<file path="config.mk">
export PLATFORM = sky130hd
export DESIGN_NAME = gpio_padbank
export DESIGN_NICKNAME = d
export VERILOG_FILES = /design/src/rtl/gpio_padbank_pkg.sv /design/src/rtl/gpio_padbank_sync.sv /design/src/rtl/gpio_padbank_regs.sv /design/src/rtl/gpio_padbank_decode.sv /design/src/rtl/gpio_padbank.sv
export SDC_FILE = /design/constraint.sdc
export NUM_CORES = 1
export LEC_CHECK = 0
export ABC_AREA = 1
export BUFFER_PORTS_ARGS = -buffer_cell sky130_fd_sc_hd__buf_2
export CORE_AREA = 2 2 105 107
export CTS_CLUSTER_DIAMETER = 200
export DETAILED_ROUTE_END_ITERATION = 12
export DIE_AREA = 0 0 107 109
export PLACE_DENSITY_LB_ADDON = 0.12
export SYNTH_ARGS = -nofsm -noshare
export SYNTH_HDL_FRONTEND = slang
export SYNTH_SLANG_ARGS = --single-unit
</file>
<file path="constraint.sdc">
create_clock -name clk -period 1.5 [get_ports clk]
set_input_delay 0.225 -clock clk [delete_from_list [all_inputs] [get_ports clk]]
set_output_delay 0.225 -clock clk [all_outputs]
set_load 0.02 [all_outputs]
</file>
<file path="src/rtl/gpio_padbank_pkg.sv">
package gpio_padbank_pkg;

    localparam int unsigned CODE_W = 4;
    localparam int unsigned PULL_W = 2;
    localparam int unsigned DRV_W  = 2;

    localparam logic [CODE_W-1:0] FN_INPUT  = 4'd0;
    localparam logic [CODE_W-1:0] FN_OUTPUT = 4'd1;

    typedef enum logic [PULL_W-1:0] {
        PULL_NONE = 2'd0,
        PULL_DOWN = 2'd1,
        PULL_RSVD = 2'd2,
        PULL_UP   = 2'd3
    } pull_code_e;

    typedef enum logic [2:0] {
        SEL_FUNC  = 3'd0,
        SEL_DATA  = 3'd1,
        SEL_PULL  = 3'd2,
        SEL_DRIVE = 3'd3,
        SEL_NONE  = 3'd4
    } reg_sel_e;

endpackage

</file>
<file path="src/rtl/gpio_padbank_sync.sv">
module gpio_padbank_sync #(
    parameter int unsigned WIDTH = 8
) (
    input  logic             clk,
    input  logic             rst_n,
    input  logic [WIDTH-1:0] async_in,
    output logic [WIDTH-1:0] sync_out
);

    for (genvar i = 0; i < WIDTH; i++) begin : g_bit
        logic meta_q;
        logic stable_q;

        always_ff @(posedge clk) begin
            if (!rst_n) begin
                meta_q   <= 1'b0;
                stable_q <= 1'b0;
            end else begin
                meta_q   <= async_in[i];
                stable_q <= meta_q;
            end
        end

        assign sync_out[i] = stable_q;
    end

endmodule

</file>
<file path="src/rtl/gpio_padbank_regs.sv">
module gpio_padbank_regs
    import gpio_padbank_pkg::*;
#(
    parameter int unsigned NUM_PINS = 8,
    parameter int unsigned DATA_W   = 32,
    parameter int unsigned SLEW_LSB = 16,
    localparam int unsigned FUNC_BITS = NUM_PINS * CODE_W,
    localparam int unsigned PULL_BITS = NUM_PINS * PULL_W,
    localparam int unsigned DRV_BITS  = NUM_PINS * DRV_W
) (
    input  logic                 clk,
    input  logic                 rst_n,
    input  logic                 wr_en,
    input  reg_sel_e             sel,
    input  logic [DATA_W-1:0]    wdata,
    output logic [FUNC_BITS-1:0] func_q,
    output logic [NUM_PINS-1:0]  data_q,
    output logic [PULL_BITS-1:0] pull_q,
    output logic [DRV_BITS-1:0]  drv_q,
    output logic [NUM_PINS-1:0]  slew_q
);

    always_ff @(posedge clk) begin
        if (!rst_n) begin
            func_q <= '0;
            data_q <= '0;
            pull_q <= '0;
            drv_q  <= '0;
            slew_q <= '0;
        end else if (wr_en) begin
            unique case (sel)
                SEL_FUNC:  func_q <= wdata[FUNC_BITS-1:0];
                SEL_DATA:  data_q <= wdata[NUM_PINS-1:0];
                SEL_PULL:  pull_q <= wdata[PULL_BITS-1:0];
                SEL_DRIVE: begin
                    drv_q  <= wdata[DRV_BITS-1:0];
                    slew_q <= wdata[SLEW_LSB +: NUM_PINS];
                end
                SEL_NONE:  ;
                default:   ;
            endcase
        end
    end

endmodule

</file>
<file path="src/rtl/gpio_padbank_decode.sv">
module gpio_padbank_decode
    import gpio_padbank_pkg::*;
#(
    parameter int unsigned NUM_PINS = 8,
    localparam int unsigned FUNC_BITS = NUM_PINS * CODE_W,
    localparam int unsigned PULL_BITS = NUM_PINS * PULL_W
) (
    input  logic [FUNC_BITS-1:0] func_q,
    input  logic [NUM_PINS-1:0]  data_q,
    input  logic [PULL_BITS-1:0] pull_q,
    output logic [NUM_PINS-1:0]  oe,
    output logic [NUM_PINS-1:0]  out,
    output logic [NUM_PINS-1:0]  pu,
    output logic [NUM_PINS-1:0]  pd
);

    for (genvar p = 0; p < NUM_PINS; p++) begin : g_pin
        logic [CODE_W-1:0] code;
        pull_code_e        pull;

        assign code = func_q[p*CODE_W +: CODE_W];
        assign pull = pull_code_e'(pull_q[p*PULL_W +: PULL_W]);

        always_comb begin
            oe[p]  = (code == FN_OUTPUT);
            out[p] = oe[p] & data_q[p];
            pu[p]  = 1'b0;
            pd[p]  = 1'b0;
            unique case (pull)
                PULL_UP:   pu[p] = 1'b1;
                PULL_DOWN: pd[p] = 1'b1;
                PULL_NONE: ;
                PULL_RSVD: ;
                default:   ;
            endcase
        end
    end

endmodule

</file>
<file path="src/rtl/gpio_padbank.sv">
module gpio_padbank
    import gpio_padbank_pkg::*;
#(
    parameter int unsigned NUM_PINS = 8,
    parameter int unsigned ADDR_W   = 6,
    parameter int unsigned DATA_W   = 32,
    parameter int unsigned SLEW_LSB = 16,
    localparam int unsigned FUNC_BITS = NUM_PINS * CODE_W,
    localparam int unsigned PULL_BITS = NUM_PINS * PULL_W,
    localparam int unsigned DRV_BITS  = NUM_PINS * DRV_W,
    localparam int unsigned WORD_W    = ADDR_W - 2
) (
    input  logic                 clk,
    input  logic                 rst_n,
    input  logic                 wr_en,
    input  logic                 rd_en,
    input  logic [ADDR_W-1:0]    addr,
    input  logic [DATA_W-1:0]    wdata,
    output logic [DATA_W-1:0]    rdata,
    input  logic [NUM_PINS-1:0]  pad_in,
    output logic [NUM_PINS-1:0]  pad_out,
    output logic [NUM_PINS-1:0]  pad_oe,
    output logic [NUM_PINS-1:0]  pad_pu,
    output logic [NUM_PINS-1:0]  pad_pd,
    output logic [DRV_BITS-1:0]  pad_drv,
    output logic [NUM_PINS-1:0]  pad_slew,
    output logic [FUNC_BITS-1:0] pad_func
);

    logic [FUNC_BITS-1:0] func_q;
    logic [NUM_PINS-1:0]  data_q;
    logic [PULL_BITS-1:0] pull_q;
    logic [DRV_BITS-1:0]  drv_q;
    logic [NUM_PINS-1:0]  slew_q;
    logic [NUM_PINS-1:0]  in_sync;
    logic [NUM_PINS-1:0]  oe_w;
    logic [DATA_W-1:0]    rd_next;
    reg_sel_e             sel;

    always_comb begin
        sel = SEL_NONE;
        if (addr[1:0] == 2'b00) begin
            unique case (addr[ADDR_W-1:2])
                WORD_W'(0): sel = SEL_FUNC;
                WORD_W'(1): sel = SEL_DATA;
                WORD_W'(2): sel = SEL_PULL;
                WORD_W'(3): sel = SEL_DRIVE;
                default:    sel = SEL_NONE;
            endcase
        end
    end

    gpio_padbank_regs #(
        .NUM_PINS (NUM_PINS),
        .DATA_W   (DATA_W),
        .SLEW_LSB (SLEW_LSB)
    ) u_regs (
        .clk    (clk),
        .rst_n  (rst_n),
        .wr_en  (wr_en),
        .sel    (sel),
        .wdata  (wdata),
        .func_q (func_q),
        .data_q (data_q),
        .pull_q (pull_q),
        .drv_q  (drv_q),
        .slew_q (slew_q)
    );

    gpio_padbank_sync #(
        .WIDTH (NUM_PINS)
    ) u_sync (
        .clk      (clk),
        .rst_n    (rst_n),
        .async_in (pad_in),
        .sync_out (in_sync)
    );

    gpio_padbank_decode #(
        .NUM_PINS (NUM_PINS)
    ) u_decode (
        .func_q (func_q),
        .data_q (data_q),
        .pull_q (pull_q),
        .oe     (oe_w),
        .out    (pad_out),
        .pu     (pad_pu),
        .pd     (pad_pd)
    );

    assign pad_oe   = oe_w;
    assign pad_drv  = drv_q;
    assign pad_slew = slew_q;
    assign pad_func = func_q;

    // Output-mode pins read back their stored bit, all others the synchronised level.
    always_comb begin
        rd_next = '0;
        unique case (sel)
            SEL_FUNC:  rd_next[FUNC_BITS-1:0] = func_q;
            SEL_DATA:  rd_next[NUM_PINS-1:0]  = (data_q & oe_w) | (in_sync & ~oe_w);
            SEL_PULL:  rd_next[PULL_BITS-1:0] = pull_q;
            SEL_DRIVE: begin
                rd_next[DRV_BITS-1:0]          = drv_q;
                rd_next[SLEW_LSB +: NUM_PINS]  = slew_q;
            end
            SEL_NONE:  rd_next = '0;
            default:   rd_next = '0;
        endcase
    end

    always_ff @(posedge clk) begin
        if (!rst_n) begin
            rdata <= '0;
        end else if (rd_en) begin
            rdata <= rd_next;
        end
    end

endmodule

</file>
### After elaboration in Yosys (flattened, before gate mapping)

Index checks and enable logic that the tools add are counted.

* equality and inequality tests: 30
* muxes and demuxes: 22
* bitwise logic cells: 12
* reductions and logical operators: 7

Operator list (count)
* $eq A4 B1 Y1 const B: 9
* $pmux W8 S4: 1
* $pmux W8 S3: 1
* $and A8 B8 Y8: 2
* $eq A2 B1 Y1 const B: 8
* $eq A2 B2 Y1 const B: 8
* $mux W1: 16
* $pmux W8 S2: 1
* $pmux W3 S4: 1
* $and A1 B1 Y1: 8
* $eq A4 B2 Y1 const B: 2
* $mux W8: 1
* $not A8 Y8: 1
* $or A8 B8 Y8: 1
* $reduce_and A2 Y1: 4
* $eq A3 B2 Y1 const B: 2
* $logic_not A4 Y1: 1
* $eq A3 B1 Y1 const B: 1
* $logic_not A3 Y1: 1
* $mux W3: 1
* $logic_not A2 Y1: 1

* register bits: 128
* bits of input ports: 50

### Depth between registers and ports, before layout

Gate-level depths: netlist of the first run.

* depth after elaboration: 5
* depth in mapped cells: 10

### Hierarchy

From an unflattened synthesis of the first run, not the netlist that was laid out.

* cells, all modules: 921
* area, all modules: 6062.1 µm²

Modules (own cells, without submodules)
* gpio_padbank_regs: instances 1, cells an instance 481, area an instance 3301.9 µm², seq. area each 1601.5 µm²
* gpio_padbank: instances 1, cells an instance 294, area an instance 1845.5 µm², seq. area each 640.6 µm²
* gpio_padbank_sync: instances 1, cells an instance 58, area an instance 544.3 µm², seq. area each 320.3 µm²
* gpio_padbank_decode: instances 1, cells an instance 88, area an instance 370.4 µm², seq. area each 0.0 µm²

### Worst setup path before layout of the first run

No wires, ideal clock.

* path kind: input -> register
* from: input addr[5]
* to: register u_regs.func_q[0]
* arrival time: 1.233 ns
* setup slack: 0.148 ns
* cell stages on the path: 7
* path through: nor2_4 nand2_2 nor3_4 nand2_2 clkbuf_1 o21ai_0 a21oi_1

* longest elaborated chain between the ends: 5
* elaborated cells between the ends (all ways): 8

RTL lines
* start: declaration: RTL line gpio_padbank.sv:17 `input logic [ADDR_W-1:0] addr,`
* $eq A4 B2 Y1, or another cell as far along: RTL line gpio_padbank.sv:43 `unique case (addr[ADDR_W-1:2])`
* $pmux W3 S4 (*): RTL line gpio_padbank.sv:43
* $mux W3 (*): RTL line gpio_padbank.sv:42 `if (addr[1:0] == 2'b00) begin`
* $logic_not A3 Y1 (*): RTL line gpio_padbank_regs.sv:31 `unique case (sel)`
* $reduce_and A2 Y1 (no source line) (*)
* end signal: assignment: RTL line gpio_padbank_regs.sv:32 `SEL_FUNC: func_q <= wdata[FUNC_BITS-1:0];`
* end: declaration: RTL line gpio_padbank_regs.sv:16 `output logic [FUNC_BITS-1:0] func_q,`

Mark *: on every way between the ends. The rest lies on a longest branch, timed or not.
A chain may end at the register's enable or synchronous reset.

### Worst setup path in the final report of the first run

* from: register u_regs.func_q[13]
* to: output pad_out[3]

* longest elaborated chain between the ends: 2

RTL lines
* $eq A4 B1 Y1: RTL line gpio_padbank_decode.sv:25 `oe[p] = (code == FN_OUTPUT);`
* $and A1 B1 Y1: RTL line gpio_padbank_decode.sv:26 `out[p] = oe[p] & data_q[p];`
* end: declaration: RTL line gpio_padbank.sv:21 `output logic [NUM_PINS-1:0] pad_out,`

No other way between the ends.

==> out/qor.json, run 1 <==
{
  "vias": 6036,
  "syn-num-nets": 792,
  "rsz0062_at_grt": "yes",
  "grt_pass1_wl_mm": 28.1,
  "worst_hold_slack_ns": 0.00607,
  "drtAntennaViolNets": 0,
  "chip_width_um": 107,
  "syn-instance-count": 742,
  "area_enclosed_by_the_die_boundary_mm2": 0.0117,
  "post_synth_top_area_share": 0.487,
  "h-tree-depth": 4,
  "relative_slew_slack": 0.773,
  "clock_tree.buffer_depth": 2,
  "timing.final.hold_violations": 0,
  "avgSynthCellArea_um2": 7.09,
  "post_synth_main_area_contributors": "dfxtp_1 (49%), nor2_1 (11%), nand2_1 (9.8%)",
  "total_power_mw": 8.86,
  "timing.max_cap.violations": 0,
  "max_freq_mhz": 637,
  "timing.setup.critical_path_class": "flip-flop to output port",
  "buffer_cell_driving_the_clock_tree_root": "clkbuf_8",
  "vdd_ir_drop_max_mv": 0.727,
  "report.final.slew_viol_count": 0,
  "tritoncts.num_buffers": 17,
  "worst_slew_pin_slew_ns": 0.340,
  "timing.final.crit_period_ns": 1.57,
  "synth_top_cells_by_count": "nor2_1 (153), nand2_1 (138), dfxtp_1 (128)",
  "path_buf_inv": 2,
  "cts_sinks": 128,
  "total_leakage_power_nw": 3.98,
  "core.rowCount": 38,
  "post_route_cells_drive_above_1_share": 0.375,
  "post-route-drc-count": 0,
  "start_util": 0.496,
  "family_with_the_most_delay_on_the_worst_path": "flip-flops",
  "yosysUniqueCellTypes": 23,
  "flops_latches_synth": 128,
  "routed_wl_per_cell_um": 16.3,
  "slowest_stage": "dfxtp_2",
  "drt_wl_total_mm": 18.6,
  "utilization": 0.753,
  "antenna-diode-count": 0,
  "finish.net_count": 1040,
  "synthToLayoutAreaGrowth_pct": 51.7,
  "drt_pass1_iterations": 6,
  "gp_congestion": 0.878,
  "critical_path_arrival_ns": 1.35,
  "yosysTopAreaCell": "dfxtp_1",
  "grt_util_all_layers": 0.313,
  "skew_ns": 0.00760,
  "post_drt_via_cell_ratio": 5.28,
  "setup_violations": 11,
  "drt-initial-drc-count": 511,
  "dominantRegCellSynth": "dfxtp_1",
  "postSynth.asyncResetShare": 0,
  "count_leader_synth": "nor2_1",
  "dpl.hpwl_mm": 11.9,
  "outcome": "finished, violations left",
  "seq_area_frac_synth": 0.487,
  "synth_enable_flop_cells": 0,
  "period_share": 1.05,
  "pre_cts_slack_ns": 0.0570,
  "grt_antenna_before_repair": 0,
  "cpPeakStageDelay_ns": 0.35,
  "maximum_fanout_encountered_on_the_critical_timing_path": 4,
  "worstPathCellList": "nor2_4, nand3_2, inv_2, buf_6",
  "worst_ep_required_time_ns": 1.27,
  "grt_remaining_overflow": 0,
  "core_mm2": 0.0106,
  "critical_path.startpoint_type": "flip-flop",
  "top_level_ports": 170,
  "clk_pin_slew_worst_paths_ns": 0.06,
  "via_count_of_the_first_global_routing_pass": 5772,
  "yosys_warnings": 0,
  "insertion_delay_ns": 0.52,
  "cts_tree": "done",
  "timing.setup.tns_ns": -0.302,
  "netlist_area_mm2": 0.00526,
  "hold_class": "input port to flip-flop",
  "critPathCaptureType": "output port",
  "place.port_buffers": 169,
  "power_density_mw_per_mm2": 1110,
  "grt_start_max_net_pins": 59,
  "violations": "setup timing",
  "post-route-worst-setup-slack_ns": -0.0706,
  "chipHeight_um": 109
}
[worst register-to-register path, delay by kind of cell (launching register included)]
kind	cells	cell delay [ns]
AO/OA/AOI/OAI	1	0.14
buffers and inverters	4	0.44
flip-flops	1	0.33
AND/OR/NAND/NOR	6	0.46
[cell usage in the layout (no fill, tap or decap), drive strengths merged]
cell type	Yosys	layout
buf	15	235
nor2	159	159
nand2	141	141
dfxtp	128	128
inv	87	87
o21ai	80	80
a21oi	60	60
nand3	42	42
dlygate4sd3	0	29
clkbuf	20	19
o211ai	8	8
bufinv	0	7
clkinv	0	5
nor3	1	1
nor4	1	1
clkinvlp	0	1
[stage by stage]
step	area, um2	std cells
6_report	7980	1143
5_1_grt	7980	1143
4_1_cts	7790	1130
3_5_place_dp	6380	1048
3_3_place_gp	6380	1048
2_1_floorplan	5260	742
[cells by family after synthesis]
family / Yosys count / share of synthesized area
AOI/OAI and AO/OA: 148 / 0.145
DFF: 128 / 0.487
buffers and inverters: 122 / 0.0935
and+or+nand+nor: 344 / 0.275
[report_power, final]
| group | internal (mW) | total [mW] | switching, mW |
|---|---|---|---|
| clock | 3.30 | 4.87 | 1.57 |
| combinational | 0.213 | 0.527 | 0.313 |
| sequential | 3.44 | 3.47 | 0.0294 |
| total | 6.95 | 8.86 | 1.91 |
[metal layers]
| layer | track usage | up-vias | wire length (um) |
|---|---|---|---|
| met5 | 0 | - | 0 |
| met2 | 0.541 | 310 | 9490 |
| met3 | 0.0598 | 65 | 1360 |
| li1 | - | 2836 | - |
| met1 | 0.367 | 2825 | 7050 |
| met4 | 0.168 | 0 | 698 |
[final timing paths]
kind / from / end / slack, ns / depth (start not counted)
worst max-delay path: u_regs.func_q[13] / pad_out[3] / -0.07 / 4
worst min register to register: u_sync.g_bit[3].meta_q / u_sync.g_bit[3].stable_q / 0.41 / 2
worst max register to register: u_regs.func_q[24] / rdata[6] / 0.04 / 11
worst min-delay path: wdata[13] / u_regs.pull_q[13] / 0.006 / 3
[flip-flops by register name (all words and copies together), names as in the netlist]
signal                 count
u_sync.g_bit.meta_q        8
u_regs.func_q             32
u_regs.pull_q             16
u_regs.slew_q              8
u_regs.drv_q              16
rdata                     32
u_sync.g_bit.stable_q      8
u_regs.data_q              8
[area by class of cell]
cell class                 count  area (um2)
clock buffer                  19         442
clock inverter                13         258
fill                         779        2620
inverter                      87         327
multi-input combinational    492        2400
sequential                   128        2620
tap                          140         175
timing repair buffer         264        1760
[repair_timing]
action | CTS | global route
gates cloned | 0 | 0
gates resized for setup | 108 | 39
buffers inserted | 21 | 13
pin swaps | 17 | 20
hold endpoints to repair | 39 | 0
hold buffers | 29 | 0
endpoints found under the setup margin | 16 | 18
Power figures use the tool's default switching activity.
==> run 2: changes to the inputs <==
--- a/config.mk
+++ b/config.mk
@@ -7,10 +7,11 @@
 export LEC_CHECK = 0
 export ABC_AREA = 1
 export BUFFER_PORTS_ARGS = -buffer_cell sky130_fd_sc_hd__buf_2
-export CORE_AREA = 2 2 105 107
+export CORE_AREA = 2 2 104 106
+export CTS_BUF_LIST = sky130_fd_sc_hd__clkbuf_2
 export CTS_CLUSTER_DIAMETER = 200
 export DETAILED_ROUTE_END_ITERATION = 12
-export DIE_AREA = 0 0 107 109
+export DIE_AREA = 0 0 106 108
 export PLACE_DENSITY_LB_ADDON = 0.12
 export SYNTH_ARGS = -nofsm -noshare
 export SYNTH_HDL_FRONTEND = slang
==> run 2 against run 1 <==
Against the previous run: the run still ends with setup timing left; register-to-register slack got worse by 0.20 ns; final cell count rose by 3.8%; sequential power barely moved; flip-flop and latch count did not move; sequential share of layout area fell by 0.63 points; critical path type unchanged; largest cell class unchanged; largest power group is now registers.
==> out/qor.json, run 2 (synthesis gave the netlist of run 1 again) <==
{
  "top_regs": "rdata x32, u_regs.func_q x32",
  "report.final.slew_viol_count": {"value": 0, "change": "unchanged"},
  "post-route-worst-setup-slack": {"value": -0.241, "unit": "ns", "change": "-0.171 ns"},
  "placement.cell_area": {"value": 0.00634, "unit": "mm2", "change": "-0.71%"},
  "insertion_delay": {"value": 0.66, "unit": "ns", "change": "+0.14 ns"},
  "critPathCapture": "pad_out[7]",
  "post_drt_via_cell_ratio": {"value": 5.27, "change": "-0.11%"},
  "instances_no_fill": {"value": 1186, "change": "+3.8%"},
  "timing.final.hold_violations": {"value": 0, "change": "unchanged"},
  "critPathCaptureType": "output port",
  "drt_wl_total": {"value": 19.6, "unit": "mm", "change": "+5.7%"},
  "cpPeakStageDelay": {"value": 0.40, "unit": "ns", "change": "+0.05 ns"},
  "met3_wl": {"value": 1.57, "unit": "mm", "change": "+16%"},
  "dpl.hpwl": {"value": 11.3, "unit": "mm", "change": "-4.3%"},
  "relative_slew_slack": {"value": 0.613, "change": "-0.160"},
  "post-route-drc-count": {"value": 0, "change": "unchanged"},
  "dp_cells": {"value": 1037, "change": "-1.0%"},
  "critical_path.startpoint_type": "flip-flop",
  "max_freq": {"value": 574, "unit": "MHz", "change": "-9.8%"},
  "core.rowCount": {"value": 37, "change": "-2.6%"},
  "rsz0062_at_grt": "yes",
  "worst_ep_required_time": {"value": 1.27, "unit": "ns", "change": "about the same"},
  "h-tree-depth": {"value": 4, "change": "unchanged"},
  "hold_path_startpoint": "rd_en",
  "grt_remaining_overflow": {"value": 0, "change": "unchanged"},
  "via_count_of_the_first_global_routing_pass": {"value": 5730, "change": "-0.73%"},
  "chip_width": {"value": 106, "unit": "um", "change": "-0.93%"},
  "violations": "setup timing",
  "regToRegSetupSlack": {"value": -0.16, "unit": "ns", "change": "-0.20 ns"},
  "routed_wl_per_cell": {"value": 16.6, "unit": "um", "change": "+1.8%"},
  "grt_antenna_before_repair": {"value": 0, "change": "unchanged"},
  "hold_class": "input port to flip-flop",
  "grt_util_all_layers": {"value": 0.309, "change": "-0.00331"},
  "place.port_buffers": {"value": 169, "change": "unchanged"},
  "area_enclosed_by_the_die_boundary": {"value": 0.0114, "unit": "mm2", "change": "-1.8%"},
  "cts_tree": "done",
  "skew": {"value": 0.0253, "unit": "ns", "change": "+0.0177 ns"},
  "outcome": "finished, violations left",
  "slowest_stage": "dfxtp_2",
  "cts_sinks": {"value": 128, "change": "unchanged"},
  "critical_path_arrival": {"value": 1.52, "unit": "ns", "change": "+0.17 ns"},
  "met1_length": {"value": 7.23, "unit": "mm", "change": "+2.6%"},
  "grt_pass1_wl": {"value": 27.8, "unit": "mm", "change": "-1.2%"},
  "drt-initial-drc-count": {"value": 557, "change": "+9.0%"},
  "start_util": {"value": 0.514, "change": "+0.0180"},
  "fillCellCount": {"value": 590, "change": "-24%"},
  "layout_commonest_cell": "nor2_1",
  "antenna-diode-count": {"value": 0, "change": "unchanged"},
  "met2RoutedLength": {"value": 10.2, "unit": "mm", "change": "+7.2%"},
  "worst_slew_pin_slew": {"value": 0.580, "unit": "ns", "change": "+0.240 ns"},
  "total_leakage_power": {"value": 4.11, "unit": "nW", "change": "+3.2%"},
  "timing.max_cap.violations": {"value": 0, "change": "unchanged"},
  "regToRegEndpoint": "rdata[5]",
  "clock_tree.buffer_depth": {"value": 2, "change": "unchanged"},
  "pre_cts_slack": {"value": 0.0392, "unit": "ns", "change": "-0.0178 ns"},
  "maximum_fanout_encountered_on_the_critical_timing_path": {"value": 2, "change": "-2"},
  "total_power": {"value": 6.11, "unit": "mW", "change": "-31%"},
  "r2r_cells": {"value": 12, "change": "+1"},
  "timing.setup.critical_path_class": "flip-flop to output port",
  "post-route-cell-area": {"value": 0.00856, "unit": "mm2", "change": "+7.3%"},
  "drtAntennaViolNets": {"value": 0, "change": "unchanged"},
  "period_share": {"value": 1.16, "change": "+0.114"},
  "chipHeight": {"value": 108, "unit": "um", "change": "-0.92%"},
  "timing.hold.worst_path_depth": {"value": 4, "change": "+1"},
  "setup_violations": {"value": 36, "change": "+25"},
  "vdd_ir_drop_max": {"value": 0.836, "unit": "mV", "change": "+15%"},
  "most_common_cell_on_crit_path": "inv_2",
  "timing.critical_path.from": "u_regs.func_q[28]",
  "highest_routing_layer_actually_used": "met4",
  "synthToLayoutAreaGrowth_pct": 62.8,
  "finish.net_count": {"value": 1087, "change": "+4.5%"},
  "post_route_cells_drive_above_1_share": {"value": 0.481, "change": "+0.106"},
  "drt_pass1_iterations": {"value": 7, "change": "+1"},
  "worstPathCellList": "inv_2, nor2_4, nand3_2, inv_2, buf_6",
  "tritoncts.num_buffers": {"value": 17, "change": "unchanged"},
  "timing.final.crit_period": {"value": 1.74, "unit": "ns", "change": "+0.171 ns"},
  "startpoint_of_the_worst_register_to_register_path": "u_regs.func_q[22]",
  "buffer_cell_driving_the_clock_tree_root": "clkbuf_2",
  "core": {"value": 0.0102, "unit": "mm2", "change": "-3.5%"},
  "power_density": {"value": 714, "unit": "mW/mm2", "change": "-36%"},
  "layout.cells.most_common_list": "nor2_1 (130), nand2_1 (120), buf_4 (113), buf_6 (84), dfxtp_2 (74)",
  "vias": {"value": 6256, "change": "+3.6%"},
  "clk_pin_slew_worst_paths": {"value": 0.21, "unit": "ns", "change": "+0.15 ns"},
  "grt_start_max_net_pins": {"value": 71, "change": "+20%"},
  "top_level_ports": {"value": 170, "change": "unchanged"},
  "gp_congestion": {"value": 0.858, "change": "-2.2%"}
}
[run 2: cell count changes in the layout (fill, tap and decap cells not counted), sizes merged]
cell / change
bufinv: -5
clkbuf: -1
dlygate4sd3: +13
inv: +1
clkinv: +3
clkinvlp: +2
buf: +34
[run 2: cell type report]
class / count / area (um2) / area share
clock inverter: 14 / 141 / 0.0165
multi-input combinational: 492 / 2460 / 0.288
sequential: 128 / 2750 / 0.321
clock buffer: 18 / 90.1 / 0.0105
tap: 136 / 170 / 0.0199
inverter: 87 / 327 / 0.0381
timing repair buffer: 311 / 2620 / 0.306
[run 2: worst min-delay path by stage]
stage / end / slack [ns]
floorplan: u_sync.g_bit[0].meta_q / 0.32
global placement: u_sync.g_bit[5].stable_q / 0.39
detailed placement: u_sync.g_bit[4].stable_q / 0.40
CTS: rdata[13] / 0.02
global route: rdata[15] / 0.01
finish: rdata[2] / 0.07
[run 2: routing by layer]
layer	track usage	up-vias
met5	0	-
met4	0.126	0
met3	0.0693	72
met2	0.550	371
met1	0.363	2877
li1	-	2936
[run 2: repair_timing]
item,CTS,global route
resized for setup,233,186
hold buffers,42,0
endpoints found under the hold margin,88,0
endpoints found under the setup margin,73,119
cloned,0,0
pin swaps,27,32
buffers inserted,41,46
[run 2: report_power, final]
part           leakage [nW]  switching, mW  internal, mW
Combinational          2.87          0.328         0.258
Sequential             1.09         0.0305          3.41
Clock                 0.138           1.33         0.762
[run 2: worst max-delay path, delay by kind of cell, from the launching register on]
family	cells	cell delay [ns]
flip-flops	1	0.40
AND/OR/NAND/NOR	2	0.22
buffers and inverters	3	0.24
[run 2: stage by stage]
stage	hold WS, ns	TNS (ns)	utilization
CTS	0.0213	-5.62	0.766
global placement	0.393	0	0.619
floorplan	0.323	0	-
detailed placement	0.402	0	0.619
finish	0.0651	-3.96	0.837
global route	0.0127	-8.87	0.837
